==> config.mk <==
export PLATFORM = sky130hd
export DESIGN_NAME = xtc_fifo_cell
export DESIGN_NICKNAME = d
export VERILOG_FILES = /design/src/rtl/xtc_pkg.sv /design/src/rtl/xtc_store.sv /design/src/rtl/xtc_decode.sv /design/src/rtl/xtc_waiters.sv /design/src/rtl/xtc_fifo_cell.sv
export SDC_FILE = /design/constraint.sdc
export NUM_CORES = 1
export LEC_CHECK = 0
export BUFFER_PORTS_ARGS = -buffer_cell sky130_fd_sc_hd__buf_2
export CORE_MARGIN = 2
export CORE_UTILIZATION = 35
export CTS_CLUSTER_SIZE = 25
export DETAILED_ROUTE_END_ITERATION = 10
export PLACE_DENSITY = 0.48
export SYNTH_ARGS = -nofsm -noshare
export SYNTH_HDL_FRONTEND = slang
export SYNTH_SLANG_ARGS = --single-unit
==> constraint.sdc <==
create_clock -name clk -period 14.9 [get_ports clk]
set_input_delay 0.745 -clock clk [delete_from_list [all_inputs] [get_ports clk]]
set_output_delay 0.745 -clock clk [all_outputs]
set_load 0.03 [all_outputs]
==> src/rtl/xtc_pkg.sv <==
package xtc_pkg;
  typedef enum logic [3:0] {
    VW_RAW     = 4'd0,
    VW_TAG     = 4'd1,
    VW_EF_WAIT = 4'd2,
    VW_EF_TRY  = 4'd3,
    VW_PV_WAIT = 4'd4,
    VW_PV_TRY  = 4'd5
  } view_e;

  typedef enum logic [1:0] {
    RS_ZERO,
    RS_ONES,
    RS_MEM,
    RS_TAG
  } rsel_e;

  localparam int TAG_E_BIT     = 0;
  localparam int TAG_F_BIT     = 1;
  localparam int TAG_T_BIT     = 16;
  localparam int TAG_FIFO_BIT  = 17;
  localparam int TAG_CNT_LSB   = 18;
  localparam int TAG_SHIFT_LSB = 28;
endpackage

==> src/rtl/xtc_store.sv <==
module xtc_store #(
  parameter int DEPTH  = 8,
  parameter int DATA_W = 64,
  localparam int AW    = $clog2(DEPTH)
) (
  input  logic              clk,
  input  logic              we,
  input  logic [AW-1:0]     waddr,
  input  logic [DATA_W-1:0] wdata,
  input  logic [AW-1:0]     raddr,
  output logic [DATA_W-1:0] rdata
);
  logic [DATA_W-1:0] mem [DEPTH];

  always_ff @(posedge clk) begin
    if (we) mem[waddr] <= wdata;
    rdata <= mem[raddr];
  end
endmodule

==> src/rtl/xtc_decode.sv <==
module xtc_decode
  import xtc_pkg::*;
#(
  parameter int DEPTH = 8,
  localparam int AW   = $clog2(DEPTH),
  localparam int CW   = AW + 1
) (
  input  logic          valid,
  input  logic          write,
  input  logic [3:0]    view,
  input  logic          wd_e,
  input  logic          wd_f,
  input  logic          wd_t,
  input  logic [CW-1:0] cnt,
  input  logic [AW-1:0] head,
  input  logic          e,
  input  logic          f,
  input  logic          t,
  output logic [CW-1:0] cnt_n,
  output logic [AW-1:0] head_n,
  output logic          e_n,
  output logic          f_n,
  output logic          t_n,
  output logic          mem_we,
  output logic [AW-1:0] mem_waddr,
  output logic          block,
  output logic          wake,
  output rsel_e         rsel
);
  localparam logic [CW-1:0] FULL = CW'(DEPTH);

  logic waits;
  assign waits = (view == VW_EF_WAIT);

  always_comb begin
    cnt_n     = cnt;
    head_n    = head;
    e_n       = e;
    f_n       = f;
    t_n       = t;
    mem_we    = 1'b0;
    mem_waddr = head + cnt[AW-1:0];
    block     = 1'b0;
    wake      = 1'b0;
    rsel      = RS_ZERO;
    if (valid) begin
      case (view)
        VW_RAW: begin
          if (write) begin
            if (cnt != '0) begin
              mem_we    = 1'b1;
              mem_waddr = head + cnt[AW-1:0] - AW'(1);
            end
          end else begin
            rsel = RS_MEM;
          end
        end
        VW_TAG: begin
          if (write) begin
            e_n = wd_e;
            f_n = wd_f;
            t_n = wd_t;
            if (wd_e) cnt_n = '0;
          end else begin
            rsel = RS_TAG;
          end
        end
        VW_EF_WAIT, VW_EF_TRY: begin
          if (!write) begin
            f_n = 1'b0;
            if (waits && e) begin
              block = 1'b1;
            end else begin
              wake = 1'b1;
              if (cnt != '0) begin
                rsel   = RS_MEM;
                head_n = head + AW'(1);
                cnt_n  = cnt - CW'(1);
              end
              if (cnt_n == '0) e_n = 1'b1;
            end
          end else begin
            e_n = 1'b0;
            if (waits && f) begin
              block = 1'b1;
            end else begin
              wake = 1'b1;
              if (cnt < FULL) begin
                mem_we = 1'b1;
                cnt_n  = cnt + CW'(1);
              end
              if (cnt_n == FULL) f_n = 1'b1;
            end
          end
        end
        VW_PV_WAIT, VW_PV_TRY: rsel = RS_ZERO;
        default: rsel = RS_ONES;
      endcase
    end
  end
endmodule

==> src/rtl/xtc_waiters.sv <==
module xtc_waiters #(
  parameter int NREQ = 4,
  localparam int IW  = $clog2(NREQ)
) (
  input  logic            clk,
  input  logic            rst,
  input  logic            block,
  input  logic            wake,
  input  logic [IW-1:0]   id,
  output logic [NREQ-1:0] wake_vec
);
  logic [NREQ-1:0] pend_q;

  always_ff @(posedge clk) begin
    if (rst) begin
      pend_q   <= '0;
      wake_vec <= '0;
    end else begin
      wake_vec <= '0;
      if (block) begin
        pend_q <= pend_q | (NREQ'(1) << id);
      end else if (wake) begin
        wake_vec <= pend_q;
        pend_q   <= '0;
      end
    end
  end
endmodule

==> src/rtl/xtc_fifo_cell.sv <==
module xtc_fifo_cell
  import xtc_pkg::*;
#(
  parameter int DEPTH  = 8,
  parameter int NREQ   = 4,
  localparam int AW    = $clog2(DEPTH),
  localparam int CW    = AW + 1,
  localparam int IW    = $clog2(NREQ)
) (
  input  logic            clk,
  input  logic            rst,
  input  logic            req_valid,
  input  logic            req_write,
  input  logic [3:0]      req_view,
  input  logic [63:0]     req_wdata,
  input  logic [IW-1:0]   req_id,
  output logic            rsp_valid,
  output logic [63:0]     rsp_rdata,
  output logic            rsp_stall,
  output logic [NREQ-1:0] wake_vec
);
  logic [CW-1:0] cnt_q, cnt_n;
  logic [AW-1:0] head_q, head_n, mem_waddr;
  logic          e_q, f_q, t_q, e_n, f_n, t_n;
  logic          mem_we, block, wake;
  rsel_e         rsel, rsel_q;
  logic [63:0]   tag_w, tag_q, mem_rd;

  always_comb begin
    tag_w = '0;
    tag_w[TAG_E_BIT]              = e_q;
    tag_w[TAG_F_BIT]              = f_q;
    tag_w[TAG_T_BIT]              = t_q;
    tag_w[TAG_FIFO_BIT]           = 1'b1;
    tag_w[TAG_CNT_LSB +: CW]      = cnt_q;
    tag_w[TAG_SHIFT_LSB +: 4]     = 4'(AW);
  end

  xtc_decode #(.DEPTH(DEPTH)) u_dec (
    .valid(req_valid), .write(req_write), .view(req_view),
    .wd_e(req_wdata[TAG_E_BIT]), .wd_f(req_wdata[TAG_F_BIT]), .wd_t(req_wdata[TAG_T_BIT]),
    .cnt(cnt_q), .head(head_q), .e(e_q), .f(f_q), .t(t_q),
    .cnt_n(cnt_n), .head_n(head_n), .e_n(e_n), .f_n(f_n), .t_n(t_n),
    .mem_we(mem_we), .mem_waddr(mem_waddr), .block(block), .wake(wake), .rsel(rsel)
  );

  xtc_store #(.DEPTH(DEPTH), .DATA_W(64)) u_store (
    .clk(clk), .we(mem_we), .waddr(mem_waddr), .wdata(req_wdata),
    .raddr(head_q), .rdata(mem_rd)
  );

  xtc_waiters #(.NREQ(NREQ)) u_wait (
    .clk(clk), .rst(rst), .block(block), .wake(wake), .id(req_id), .wake_vec(wake_vec)
  );

  always_ff @(posedge clk) begin
    if (rst) begin
      cnt_q     <= '0;
      head_q    <= '0;
      e_q       <= 1'b1;
      f_q       <= 1'b0;
      t_q       <= 1'b0;
      rsel_q    <= RS_ZERO;
      tag_q     <= '0;
      rsp_valid <= 1'b0;
      rsp_stall <= 1'b0;
    end else begin
      cnt_q     <= cnt_n;
      head_q    <= head_n;
      e_q       <= e_n;
      f_q       <= f_n;
      t_q       <= t_n;
      rsel_q    <= rsel;
      tag_q     <= tag_w;
      rsp_valid <= req_valid;
      rsp_stall <= block;
    end
  end

  always_comb begin
    case (rsel_q)
      RS_MEM:  rsp_rdata = mem_rd;
      RS_TAG:  rsp_rdata = tag_q;
      RS_ONES: rsp_rdata = '1;
      default: rsp_rdata = '0;
    endcase
  end
endmodule

==> metrics.md, run 1 <==
| Metric | Value |
|---|---|
| Crit. End Element | flop |
| Core footprint | 64200 sq um |
| Fmax | 224 MHz |
| Gr busiest metal | met2 |
| H-Tree Depth | 3 |
| HP Start | req_wdata[33] |
| Final Max Slew Viols | 0 |
| Wire per inst | 22.7 microns |
| Worst rel slew slack | 29.4% |
| DRT antenna net count | 0 |
| Ports | 144 |
| Port-buffer cells | 143 |
| Routed via count | 10.8k |
| Total gr overflow | 0 |
| Hold_buf cts | 0 |
| Final WL | 49200 microns |
| Worst EP required | 15.11 ns |
| Crit share post-route | 29.9% |
| Met3 Use GR | 2.94% |
| Hold Fails Final Rpt | 0 |
| Crit path time final | 4.46 ns |
| Routing usage on met1 | 20.5% |
| Startpoint Class | flop |
| Fin Clk Skew | 0.0289 ns |
| #FFs+latches synth | 606 |
| TritonCTS sink count | 606 |
| RSZ-0062 raised after global routing | false |
| RR Startpoint | head_q[0]$_SDFFE_PP0P_ |
| Rows | 93 |
| Final WS setup | 10.44 ns |
| Layout cells sized above 1 | 35.3% |
| Initial Util | 35.3% |
| Total Neg Setup Slack | 0 ns |
| CTS tree | yes |
| Post-synth EDFFs | 512 |
| HP Class | input pin to flop |
| PD cells | 133 nW/um^2 |
| M2 GR Usage | 23.9% |
| Initial antenna violation count | 9 |
| Crit path launch | head_q[0]$_SDFFE_PP0P_ |
| First-pass GRT wire length | 74300 microns |
| # setup viols final | 0 |
| Status | completed |
| Post-Synthesis Net Count | 1165 |
| DRT Pass-1 Iters | 5 |
| Initial DRC Count | 687 |
| Layout Nets | 1337 |
| Pre-CTS WS | 10.26 ns |
| Clk root buf | clkbuf_16 |
| Maximum Capacitance Violations | 0 |
| Clk_lat worst skew | 0.60 ns |
| Vias in the first global route | 11.4k |
| Post-synth cell types | 65 |
| DRC | 0 |
| Detail Placement HPWL | 27200 microns |
| Height of the chip | 259 microns |
| Max Buffers Root-to-Sink | 3 |
| Avg Cell Area, Syn | 20.9 sq um |
| Post-CTS Setup Bufs | 0 |
| Final Power | 3520 uW |
| Commonest non-fill, non-tap cell in the layout | edfxtp_1 |
| LEAKAGE | 0.00900 uW |
| Cell area after synthesis | 22700 sq um |
| Worst-path maximum fanout | 42 |
| Slew @ Worst Pin | 1.06 ns |
| Synth warn | 0 |
| CTS resizes | 0 |
| Worst setup path class | flop to flop |
| Most frequent cells in the layout | edfxtp_1 (512), buf_2 (143), mux4_2 (128), dfxtp_1 (91), clkbuf_16 (69) |
| Num CTS Buffers | 67 |
| Peak VDD IR | 0.0670 mV |
| Synth Instances | 1085 |
| Register area share after synthesis | 76.1% |
| Area growth from synthesis to layout | 17.1% |
| Clk slew on worst S/H paths | 0.06 ns |
| Async SR Flop Fraction | 0% |
| Die ar. | 66800 sq um |
| Routability cong. | 0.781 |
| Largest net degree at the start of global routing | 68 |
| Arr. time, crit path | 4.67 ns |
| # fillers | 5713 |
| Die width | 259 microns |
| Vias/cell | 4.96 |
| GRT Total Usage | 14.9% |
| Main synth FF type | edfxtp_1 |
## Yosys cell counts (all sizes together) (2+ instances only)
cell | n | area [sq um]
a211oi | 2 | 15.0
a21o | 56 | 420
a21oi | 8 | 40.0
a221oi | 2 | 17.5
a31oi | 2 | 12.5
a32o | 4 | 40.0
and2 | 5 | 31.3
and3 | 4 | 25.0
buf | 24 | 118
clkbuf | 33 | 124
dfxtp | 94 | 1880
edfxtp | 512 | 15400
ha | 5 | 62.6
inv | 14 | 52.6
mux2 | 66 | 743
mux2i | 3 | 30.0
mux4 | 128 | 2880
nand2 | 25 | 93.8
nand2b | 7 | 43.8
nand3 | 4 | 20.0
nand4 | 3 | 18.8
nand4b | 2 | 17.5
nor2 | 18 | 67.6
nor2b | 6 | 40.0
nor3 | 3 | 20.0
nor4b | 2 | 38.8
o211ai | 2 | 15.0
o21ai | 11 | 55.1
o22a | 4 | 35.0
o22ai | 2 | 12.5
or3 | 4 | 25.0
or3b | 2 | 20.0
xnor2 | 2 | 17.5
xor2 | 2 | 17.5
## sequential cells by signal, summed over array words and instances (netlist names)
name / flops
f_q: 1
u_wait.pend_q: 4
e_q: 1
u_store.rdata: 64
u_wait.wake_vec: 4
cnt_q: 4
tag_q: 8
rsp_stall: 1
u_store.mem: 512
t_q: 1
rsel_q: 2
rsp_valid: 1
head_q: 3
## per-layer routing
| layer | part of all wire [%] | vias up |
|---|---|---|
| met5 | 0.16 | - |
| met4 | 2.1 | 12 |
| met3 | 4.1 | 83 |
| met2 | 48 | 225 |
| met1 | 46 | 5664 |
| li1 | - | 4784 |
## worst max-delay path, stage by stage, from the launching register on
cell	delay (ns)
dfxtp_4	0.91
ha_1	0.28
inv_1	0.05
fa_1	0.51
ha_1	0.34
nand4b_1	0.20
o32a_1	0.27
nor2_4	0.78
buf_4	0.69
## area by class of cell
cell class	instances	area, sq um	area share (%)
flip-flops and latches	606	17300	65.0
multi-input cells	408	5200	19.6
clock buffers	104	1920	7.22
well taps	855	1070	4.03
repair buffers	160	843	3.18
clock inverters	20	204	0.768
inverters	14	52.6	0.198
diodes	2	5.00	0.0188
## final timing paths
path                                                      end  slack, ns  cells past startpoint
worst min register to register  u_wait.wake_vec[0]$_SDFF_PP0_       0.46                      1
worst min-delay path             u_store.mem[2][33]$_DFFE_PP_       0.42                      1
worst max-delay path             u_store.mem[3][42]$_DFFE_PP_      10.44                      8
worst max register to register   u_store.mem[3][42]$_DFFE_PP_      10.44                      8
## cells by family after synthesis
group / Yosys count / synth area share [%]
and+or+nand+nor: 95 / 2.44
buffers and inverters: 71 / 1.30
adders and majority gates: 6 / 0.364
DFF: 606 / 76.1
muxes: 197 / 16.1
xor gates and xnor gates: 5 / 0.254
AOI/OAI and AO/OA: 105 / 3.40
## power breakdown
group,internal (uW),total [uW],switching (uW)
clock network,942,1590,651
registers,1840,1840,1.54
logic,25.2,88.9,63.7
total,2810,3520,716
## stage by stage
step / utilization, % / hold slack, ns / area, sq um / instances
global placement: 38.0 / 0.441 / 24400 / 2043
detailed placement: 38.0 / 0.445 / 24400 / 2043
floorplan: - / 0.430 / 22700 / 1085
finish: 41.3 / 0.417 / 26600 / 2169
global route: 41.3 / 0.409 / 26600 / 2168
CTS: 41.3 / 0.382 / 26600 / 2167
No activity file was read; power rests on OpenSTA's default activity.
==> inputs of run 2 (changes only) <==
- ABC_AREA: default -> 1
- PLACE_DENSITY: 0.48 -> 0.5
- clock period: 14.9 -> 3.6 ns (I/O delays scaled with it)
==> metrics.md, run 2 <==
| Metric | Value |
|---|---|
| Post-synth EDFFs | 512 (unchanged) |
| Worst Hold Depth | 5 (was 1) |
| Total gr overflow | 0 (unchanged) |
| Num CTS Buffers | 67 (unchanged) |
| DRC | 0 (unchanged) |
| Status | completed (unchanged) |
| Ports | 144 (unchanged) |
| Register Area | 17300 sq um (unchanged) |
| Antenna cells | 0 (was 2) |
| Cell area after synthesis | 23100 sq um (was 22700 sq um) |
| First-pass GRT wire length | 87500 microns (was 74300 microns) |
| TritonCTS sink count | 606 (unchanged) |
| Vias/cell | 4.94 (was 4.96) |
| CTS tree | yes (unchanged) |
| Vias in the first global route | 14.6k (was 11.4k) |
| Async SR Flop Fraction | 0% (unchanged) |
| DRT Pass-1 Iters | 5 (unchanged) |
| H-Tree Depth | 3 (unchanged) |
| Layout Nets | 2184 (was 1337) |
| GRT Total Usage | 16.8% (was 14.9%) |
| PD cells | 541 nW/um^2 (was 133 nW/um^2) |
| Crit. End Element | flop (unchanged) |
| Max reg flops | 512 (unchanged) |
| Final cell utilization of the core | 42.5% (was 41.3%) |
| Critical R2R Capture | u_store.mem[1][41]$_DFFE_PP_ (was u_store.mem[3][42]$_DFFE_PP_) |
| Synth warn | 0 (unchanged) |
| Hold_buf cts | 76 (was 0) |
| HP Start | req_view[0] (was req_wdata[33]) |
| Hold EP | f_q$_SDFFE_PP0P_ (was u_store.mem[2][33]$_DFFE_PP_) |
| Initial antenna violation count | 5 (was 9) |
| Main synth FF type | edfxtp_1 (unchanged) |
| Initial DRC Count | 1023 (was 687) |
| Synth Instances | 1900 (was 1085) |
| Clk_lat worst skew | 0.60 ns (about the same) |
| Top cell type's share of synthesized area | 66.4% (was 67.8%) |
| Die width | 261 microns (was 259 microns) |
| Area growth from synthesis to layout | 20.6% (was 17.1%) |
| LEAKAGE | 0.0102 uW (was 0.00900 uW) |
| Max Buffers Root-to-Sink | 3 (unchanged) |
| Die ar. | 68200 sq um (was 66800 sq um) |
| # fillers | 6167 (was 5713) |
| # setup viols final | 0 (unchanged) |
| Core footprint | 65600 sq um (was 64200 sq um) |
| Cell with the largest stage delay on the worst path | dfxtp_1 (was dfxtp_4) |
| Post-Synthesis Net Count | 1980 (was 1165) |
| Biggest regs | u_store.mem (512), u_store.rdata (64), tag_q (8) (unchanged) |
| DRT antenna net count | 0 (unchanged) |
| Routed via count | 14.9k (was 10.8k) |
| Initial Util | 35.3% (about the same) |
| RR Startpoint | cnt_q[0]$_SDFFE_PP0P_ (was head_q[0]$_SDFFE_PP0P_) |
| Worst EP required | 3.83 ns (was 15.11 ns) |
| Area contributors post-synth | edfxtp_1 (66%), dfxtp_1 (8.1%), o21ai_0 (5.0%) (was edfxtp_1 (68%), mux4_2 (13%), dfxtp_1 (8.3%)) |
| Arr. time, crit path | 3.25 ns (was 4.67 ns) |
| Critical path's most frequent cell | nand3_1 (was ha_1) |
| Final Max Slew Viols | 0 (unchanged) |
| Startpoint Class | flop (unchanged) |
| Multi-input logic area | 5080 sq um (was 5200 sq um) |
| Peak VDD IR | 0.307 mV (was 0.0670 mV) |
| Register area share after synthesis | 74.6% (was 76.1%) |
| CP Cell Sequence | inv_1 > ha_1 > nand2_2 > inv_2 > nand2_1 > nand3_1 > nor3_1 > nand3_1 > nor2_4 > buf_12 (was ha_1 > inv_1 > fa_1 > ha_1 > nand4b_1 > o32a_1 > nor2_4 > buf_4) |
| Hold Fails Final Rpt | 0 (unchanged) |
| Slew @ Worst Pin | 1.09 ns (was 1.06 ns) |
| Worst rel slew slack | 27.2% (was 29.4%) |
| Worst setup path class | flop to flop (unchanged) |
| Largest stage delay, worst path | 0.46 ns (was 0.91 ns) |
| Fmax | 332 MHz (was 224 MHz) |
| Avg Cell Area, Syn | 12.2 sq um (was 20.9 sq um) |
| Clk root buf | clkbuf_16 (unchanged) |
| Biggest register | u_store.mem (unchanged) |
| Final instance area | 27900 sq um (was 26600 sq um) |
| Detail Placement HPWL | 30400 microns (was 27200 microns) |
| Post-synth cell types | 32 (was 65) |
| Placed inst area | 24900 sq um (was 24400 sq um) |
| Routability cong. | 0.845 (was 0.781) |
| Wire per inst | 18.9 microns (was 22.7 microns) |
| Most frequent cell after synthesis | edfxtp_1 (unchanged) |
| Final WL | 57100 microns (was 49200 microns) |
| Fin Clk Skew | 0.0229 ns (was 0.0289 ns) |
| Worst-case reg-to-reg path depth | 10 (was 8) |
| HP Class | input pin to flop (unchanged) |
| Reg2Reg Setup Slack | 0.59 ns (was 10.44 ns) |
| Post-CTS Setup Bufs | 0 (unchanged) |
| Crit share post-route | 83.7% (was 29.9%) |
| Largest net degree at the start of global routing | 197 (was 68) |
| Layout cells sized above 1 | 14.0% (was 35.3%) |
| RSZ-0062 raised after global routing | false (unchanged) |
| Clk slew on worst S/H paths | 0.06 ns (about the same) |
| Crit path time final | 3.01 ns (was 4.46 ns) |
| Commonest non-fill, non-tap cell in the layout | edfxtp_1 (unchanged) |
| Maximum Capacitance Violations | 0 (unchanged) |
| #FFs+latches synth | 606 (unchanged) |
| Most frequent cells in the layout | edfxtp_1 (512), nor2_1 (284), nand2_1 (250), o21ai_0 (230), buf_2 (143) (was edfxtp_1 (512), buf_2 (143), mux4_2 (128), dfxtp_1 (91), clkbuf_16 (69)) |
| Height of the chip | 261 microns (was 259 microns) |
| Rows | 94 (was 93) |
| Largest area contributor in the netlist | edfxtp_1 (unchanged) |
| Worst-path maximum fanout | 64 (was 42) |
| CTS resizes | 0 (unchanged) |
| Port-buffer cells | 143 (unchanged) |
| Synth top cells by count | edfxtp_1 (512), nor2_1 (292), nand2_1 (251), o21ai_0 (230), o22ai_1 (128) (was edfxtp_1 (512), mux4_2 (128), dfxtp_1 (94), mux2_2 (65), a21o_1 (56)) |
## run 2: changes by cell type after synthesis, sizes merged, moves of 17 or more
cell,before,now
nand3,4,29
inv,14,100
o21ai,11,335
mux4,128,0
buf,24,41
nand2,25,253
a21o,56,0
clkbuf,33,73
mux2,66,0
nor2,18,297
o22ai,2,128
## run 2: where the power goes
part | internal, uW | total (uW) | switching, uW
sequential | 7630 | 7650 | 15.7
combinational | 175 | 544 | 369
clock | 4200 | 6910 | 2710
## run 2: kinds of logic (layout without fill, tap and decap cells)
kind of cell             Yosys count  count (layout)  share of synthesized area (%)
XOR/XNOR                           3               3                          0.114
flip-flops                       606             606                           74.6
buffers and inverters            215             473                           3.78
AND/OR/NAND/NOR                  589             589                           10.0
AO/OA/AOI/OAI                    481             481                           11.2
adder cells (fa/ha/maj)            6               6                          0.357
## run 2: worst max path at each step
stage	startpoint	end	slack [ns]	cells after the start
final	cnt_q[0]$_SDFFE_PP0P_	u_store.mem[1][41]$_DFFE_PP_	0.59	10
after detailed placement	cnt_q[0]$_SDFFE_PP0P_	u_store.mem[1][32]$_DFFE_PP_	0.63	10
after floorplan	head_q[1]$_SDFFE_PP0P_	u_store.mem[3][0]$_DFFE_PP_	-0.51	10
after global routing	cnt_q[0]$_SDFFE_PP0P_	u_store.mem[1][44]$_DFFE_PP_	0.38	10
after global placement	cnt_q[0]$_SDFFE_PP0P_	u_store.mem[3][32]$_DFFE_PP_	0.62	10
after CTS	cnt_q[0]$_SDFFE_PP0P_	u_store.mem[1][14]$_DFFE_PP_	0.60	10
## run 2: stage by stage
step           hold WS [ns]  TNS, ns  power, uW  worst slack (ns)  cells
2_1_floorplan         0.258   -63.75       8050            -0.507   1900
3_3_place_gp          0.419        0       8270             0.624   2823
3_5_place_dp          0.423        0       8270             0.630   2823
4_1_cts              0.0411        0      15300             0.604   3022
5_1_grt              0.0929        0      15600             0.382   3022
6_report             0.0869        0      15100             0.586   3022
## run 2: metal layers
layer	GRT usage (%)	vias to the layer above	wire, microns
li1	-	7181	-
met1	23.4	7321	26400
met2	27.0	336	27000
met3	2.64	71	2690
met4	5.05	8	1060
met5	0	-	48
## run 2: layout make-up
cell class / instances / area share [%]
clock buffer: 96 / 6.81
clock inverter: 27 / 1.25
inverter: 101 / 1.39
multi-input combinational: 1079 / 18.2
sequential: 606 / 61.9
tap: 864 / 3.87
timing repair buffer: 249 / 6.59
## run 2: critical path, delay by kind of cell, from the launching register on
family	cells	cell delay, ns
fa+ha+maj	1	0.31
flops	1	0.46
simple gates	6	1.20
buf+inv	3	0.62
